[src/rtl/dac_update_ctrl.sv]
module dac_update_ctrl #(
  parameter int NUM_CH  = 4,
  parameter int CLK_DIV = 2
) (
  input  logic              clk,
  input  logic              rst_n,
  input  logic              wr_en,
  input  logic [7:0]        wr_addr,
  input  logic [15:0]       wr_data,
  output logic [15:0]       status,
  output logic [NUM_CH-1:0] ch_en,
  output logic              dac_sclk,
  output logic              dac_sdo,
  output logic [NUM_CH-1:0] dac_cs_n,
  output logic [1:0]        ref_cs_n
);
  localparam int NCS = NUM_CH + 2;
  localparam int IW  = $clog2(NCS);
  localparam int DW  = $clog2(CLK_DIV + 1);
  localparam logic [7:0] A_CTRL = 8'h20;
  localparam logic [7:0] A_REF  = 8'h2C;
  localparam logic [7:0] A_SET  = 8'h38;
  localparam logic [7:0] A_END  = 8'(A_SET + 2 * NUM_CH);

  logic [NCS-1:0] pend_vld;
  logic [15:0]    pend_dat [NCS];
  logic           active;
  logic [IW-1:0]  act_idx;
  logic [15:0]    shreg;
  logic [4:0]     phase;
  logic [DW-1:0]  div_cnt;
  logic           fmt_signed;
  logic [NCS-1:0] busy;
  logic [NCS-1:0] cs_vec;

  wire is_set = wr_en && !wr_addr[0] && wr_addr >= A_SET && wr_addr < A_END;
  wire is_ref = wr_en && wr_addr == A_REF;
  wire is_ctl = wr_en && wr_addr == A_CTRL;
  wire [7:0]    set_off = wr_addr - A_SET;
  wire [IW-1:0] set_ch  = set_off[IW:1];
  wire [IW-1:0] ref_idx = wr_data[8] ? IW'(NUM_CH + 1) : IW'(NUM_CH);
  wire [3:0]    nib     = wr_data[7:4];
  wire          tick    = div_cnt == DW'(CLK_DIV - 1);

  logic          sel_vld;
  logic [IW-1:0] sel_idx;
  always_comb begin
    sel_vld = 1'b0;
    sel_idx = '0;
    for (int i = NCS - 1; i >= 0; i--)
      if (pend_vld[i]) begin
        sel_vld = 1'b1;
        sel_idx = IW'(i);
      end
  end

  always_ff @(posedge clk or negedge rst_n) begin
    if (!rst_n) begin
      pend_vld   <= '0;
      for (int i = 0; i < NCS; i++) pend_dat[i] <= '0;
      active     <= 1'b0;
      act_idx    <= '0;
      shreg      <= '0;
      phase      <= '0;
      div_cnt    <= '0;
      fmt_signed <= 1'b0;
      ch_en      <= '0;
    end else begin
      if (!active && sel_vld) begin
        active            <= 1'b1;
        act_idx           <= sel_idx;
        shreg             <= pend_dat[sel_idx];
        pend_vld[sel_idx] <= 1'b0;
        div_cnt           <= '0;
        phase             <= '0;
      end else if (active) begin
        if (tick) begin
          div_cnt <= '0;
          phase   <= phase + 5'd1;
          if (phase[0]) shreg <= {shreg[14:0], 1'b0};
          if (phase == 5'd31) active <= 1'b0;
        end else begin
          div_cnt <= div_cnt + DW'(1);
        end
      end
      if (is_set) begin
        pend_vld[set_ch] <= 1'b1;
        pend_dat[set_ch] <= fmt_signed ? {~wr_data[15], wr_data[14:0]} : wr_data;
      end
      if (is_ref) begin
        pend_vld[ref_idx] <= 1'b1;
        pend_dat[ref_idx] <= {7'b0, wr_data[8:0]};
      end
      if (is_ctl) begin
        if (nib == 4'd0) begin
          if (wr_data[2]) pend_vld <= '0;
          else            fmt_signed <= wr_data[1];
        end
        for (int i = 0; i < NUM_CH; i++)
          if (nib == 4'(i + 2)) ch_en[i] <= wr_data[0];
      end
    end
  end

  for (genvar g = 0; g < NCS; g++) begin : g_busy
    assign cs_vec[g] = active && act_idx == IW'(g);
    assign busy[g]   = pend_vld[g] | cs_vec[g];
  end

  always_comb begin
    status    = '0;
    status[0] = |pend_vld;
    status[1] = busy[NUM_CH] | busy[NUM_CH+1];
    for (int i = 0; i < NUM_CH; i++) status[4+i] = busy[i];
  end

  assign dac_cs_n = ~cs_vec[NUM_CH-1:0];
  assign ref_cs_n = ~cs_vec[NCS-1:NUM_CH];
  assign dac_sclk = active & phase[0];
  assign dac_sdo  = active & shreg[15];

  assert_one_select_R2: assert property (@(posedge clk) disable iff (!rst_n)
    $onehot0(~{ref_cs_n, dac_cs_n}));
  assert_sclk_idle_R2: assert property (@(posedge clk) disable iff (!rst_n)
    (&{ref_cs_n, dac_cs_n}) |-> !dac_sclk);
  assert_sdo_stable_R2: assert property (@(posedge clk) disable iff (!rst_n)
    (dac_sclk && $past(dac_sclk)) |-> $stable(dac_sdo));
  assert_ref_busy_R4: assert property (@(posedge clk) disable iff (!rst_n)
    is_ref |=> status[1]);
  assert_ref_cs_busy_R4: assert property (@(posedge clk) disable iff (!rst_n)
    (ref_cs_n != 2'b11) |-> status[1]);
  assert_queued_flag_R7: assert property (@(posedge clk) disable iff (!rst_n)
    status[0] |-> (status[1] || (|status[NUM_CH+3:4])));
  assert_flush_R8: assert property (@(posedge clk) disable iff (!rst_n)
    (is_ctl && wr_data == 16'h0004) |=> !status[0]);
  assert_zero_bits_R11: assert property (@(posedge clk) disable iff (!rst_n)
    status[3:2] == 2'b00);
  for (genvar g = 0; g < NUM_CH; g++) begin : g_chk
    assert_busy_rise_R3: assert property (@(posedge clk) disable iff (!rst_n)
      (is_set && set_ch == IW'(g)) |=> status[4+g]);
    assert_cs_busy_R3: assert property (@(posedge clk) disable iff (!rst_n)
      !dac_cs_n[g] |-> status[4+g]);
  end
endmodule

[config.mk]
export PLATFORM = sky130hd
export DESIGN_NAME = dac_update_ctrl
export DESIGN_NICKNAME = d
export VERILOG_FILES = /design/src/rtl/dac_update_ctrl.sv
export SDC_FILE = /design/constraint.sdc
export NUM_CORES = 1
export LEC_CHECK = 0
export BUFFER_PORTS_ARGS = -buffer_cell sky130_fd_sc_hd__buf_2
export CORE_AREA = 8 8 132 158
export DETAILED_ROUTE_END_ITERATION = 6
export DIE_AREA = 0 0 140 166
export MAX_ROUTING_LAYER = met4
export PLACE_DENSITY = 0.54
export SYNTH_ARGS = -nofsm -noshare
export SYNTH_HDL_FRONTEND = slang
export SYNTH_SLANG_ARGS = --single-unit
[constraint.sdc]
create_clock -name clk -period 1.63 [get_ports clk]
set_input_delay 0.0815 -clock clk [delete_from_list [all_inputs] [get_ports clk]]
set_output_delay 0.0815 -clock clk [all_outputs]
set_load 0.05 [all_outputs]
==> results.py <==
metrics = {
    "logic_synthesis": {
        "synth_top_area_share_pct": 53.3,
        "synth_most_common_cell": "dfrtp_1",
        "yosysWarningCount": 0,
        "syn_area_mm2": 0.00629,
        "synth-seq-area-share_pct": 53.3,
        "async_flop_share_pct": 100,
        "synth_cell_types": 53,
        "ys_dominant_reg_cell": "dfrtp_1",
        "syn-instance-count": 535,
        "synth_area_leaders": "dfrtp_1, mux2_2, a211oi_1, o22ai_1, nor2b_1",
        "ys_seq_elements": 134,
        "yosysTopAreaCell": "dfrtp_1",
        "synth_edf_count": 0,
        "syn_avg_cell_area_um2": 11.8,
        "netlist_top_cells_count": "dfrtp_1, mux2_2, o22ai_1, a211oi_1",
    },
    "power_and_ir_drop": {
        "peakVddDrop_uv": 616,
        "cellPowerDensity_mw_per_mm2": 883,
        "p_total_mw": 7.55,
        "leakage_nw": 4.05,
    },
    "setup_path": {
        "setup.worst_path.start_class": "flip-flop",
        "worstSetupPathType": "flip-flop to flip-flop",
        "crit_fanout": 6,
        "cp-startpoint": "pend_vld[0]$_DFF_PN0_",
        "ff2ff_path_depth": 9,
        "timing.rr.end": "shreg[13]$_DFFE_PN0P_",
        "crit_arrival_ns": 2.08,
        "crit_required_ns": 1.91,
        "ff2ff_setup_slack_ns": -0.17,
        "endpoint_kind": "flip-flop",
        "r2r_start": "pend_vld[0]$_DFF_PN0_",
    },
    "run_status": {
        "status": "finished with violations",
        "violations": "setup timing",
    },
    "clock_tree": {
        "clkSinkCount": 134,
        "cts_buffers": 17,
        "clock_latency_ns": 0.42,
        "htreeDepth": 4,
        "cts.path.max_buffers": 2,
        "clockRootBuffer": "clkbuf_16",
        "tritoncts": "done",
        "clk_pin_slew_ns": 0.06,
    },
    "layout": {
        "syn2layout_area_growth_pct": 35.8,
        "nets": 688,
        "diodes": 0,
        "finalInstanceArea_mm2": 0.00855,
        "drive_gt1_share_pct": 47.9,
        "fin_cells": 896,
    },
    "route": {
        "drt-initial-drc-count": 239,
        "drt_pass1_iterations": 4,
        "drc": 0,
        "num_vias": 4644,
        "wl_mm": 16.9,
        "postRouteAntennaNets": 0,
        "vias_per_cell": 5.18,
        "wl_per_cell_um": 18.9,
    },
    "floorplan": {
        "die_area_mm2": 0.0232,
        "start_util_pct": 34.1,
        "num_rows": 55,
        "core_area_mm2": 0.0184,
        "fp.dieH_um": 166,
        "io_pins": 55,
        "die_w_um": 140,
    },
    "timing": {
        "hold_viol": 0,
        "drv_slew": 0,
        "rsz0062_at_grt": "yes",
        "fin_skew_ns": 0.0117,
        "period_share_pct": 110,
        "final.setup.worst_slack_ns": -0.168,
        "holdWs_ns": 0.00752,
        "period_minus_slack_ns": 1.80,
        "max_freq_mhz": 556,
        "setup_viol": 22,
    },
    "placement": {
        "post_dp_cell_area_mm2": 0.00724,
        "io_buffer_count": 44,
        "place_congestion": 0.812,
        "dp_hpwl_mm": 11.0,
        "placedCellCount": 832,
    },
    "grt": {
        "grt_pass1_wl_mm": 26.8,
        "grt_pass1_vias": 4970,
        "track_usage_pct": 15.3,
        "antenna_found_initial": 0,
        "grt_max_degree": 48,
        "grt-ovfl-total": 0,
    },
    "min_path": {
        "hold_start": "wr_data[3]",
        "hold_depth": 2,
        "hold_class": "input port to flip-flop",
    },
    "run": {
        "max-cap-violations": 0,
    },
}
[worst max path at each step]
stage	to	cells past startpoint
after floorplan	shreg[11]$_DFFE_PN0P_	7
after global placement	shreg[14]$_DFFE_PN0P_	4
after detailed placement	shreg[14]$_DFFE_PN0P_	4
after CTS	shreg[5]$_DFFE_PN0P_	6
after global routing	shreg[14]$_DFFE_PN0P_	9
final	shreg[13]$_DFFE_PN0P_	9
[repair_timing]
action / 4_1_cts / 5_1_grt
buffers inserted: 17 / 17
pin swaps: 3 / 26
setup endpoints to repair: 27 / 28
hold endpoints to repair: 77 / 0
cloned: 0 / 0
gates resized for setup: 54 / 68
hold buffers: 8 / 0
[final cells by class]
type	count	area (um^2)
timing repair buffer	143	1310
multi-input combinational	348	3020
clock buffer	22	464
inverter	15	56.3
clock inverter	6	55.1
sequential	134	3360
tap	228	285
fill	1676	9900
[critical path, stage by stage (launching register included)]
cell	delay, ns
dfrtp_1	0.43
buf_6	0.15
a211oi_4	0.25
buf_12	0.16
buf_6	0.10
buf_12	0.11
buf_8	0.12
nor2b_2	0.05
a211oi_4	0.20
a211oi_1	0.08
[power by group]
part | switching, mW | internal [mW] | total [mW]
Combinational | 0.352 | 0.292 | 0.643
Sequential | 0.0508 | 3.42 | 3.47
Clock | 1.30 | 2.13 | 3.43
Total | 1.71 | 5.84 | 7.55
[per-stage QoR]
| step | TNS (ns) | utilization, % | worst slack [ns] |
|---|---|---|---|
| detailed placement | -4.70 | 39.3 | -0.383 |
| global placement | -3.31 | 39.3 | -0.352 |
| finish | -2.47 | 46.3 | -0.168 |
| floorplan | -0.101 | - | -0.0621 |
| CTS | -1.30 | 44.4 | -0.106 |
| global route | -3.79 | 46.3 | -0.253 |
[cells in the final DEF, fill, tap and decap left out, drive strengths merged, types with 6 or more instances in the layout]
cell,count
nand2,19
mux2i,8
nor2,18
buf,134
conb,10
mux2,94
a21oi,23
o22ai,28
nand3,7
nand2b,8
inv,15
dlygate4sd3,8
a211oi,26
nor2b,23
nor3b,6
dfrtp,134
o21ai,11
nor3,14
clkbuf,23
and2,11
[logic make-up after synthesis]
family / share of synthesized area (%)
other: 0.0596
xor gates and xnor gates: 0.557
AOI/OAI and AO/OA: 10.6
muxes: 18.2
buffers and inverters: 4.95
DFF: 53.3
and+or+nand+nor: 12.0
adders and majority gates: 0.398
[layer usage]
metal  vias to the layer above  routed length (um)  global-route usage [%]
met3                        18                 609                    3.25
li1                       2144                   -                       -
met4                         0                 415                    6.43
met1                      2373                7280                    17.9
met5                         -                   0                       -
met2                       109                8640                    25.2
(Power assumes the default switching activity.)
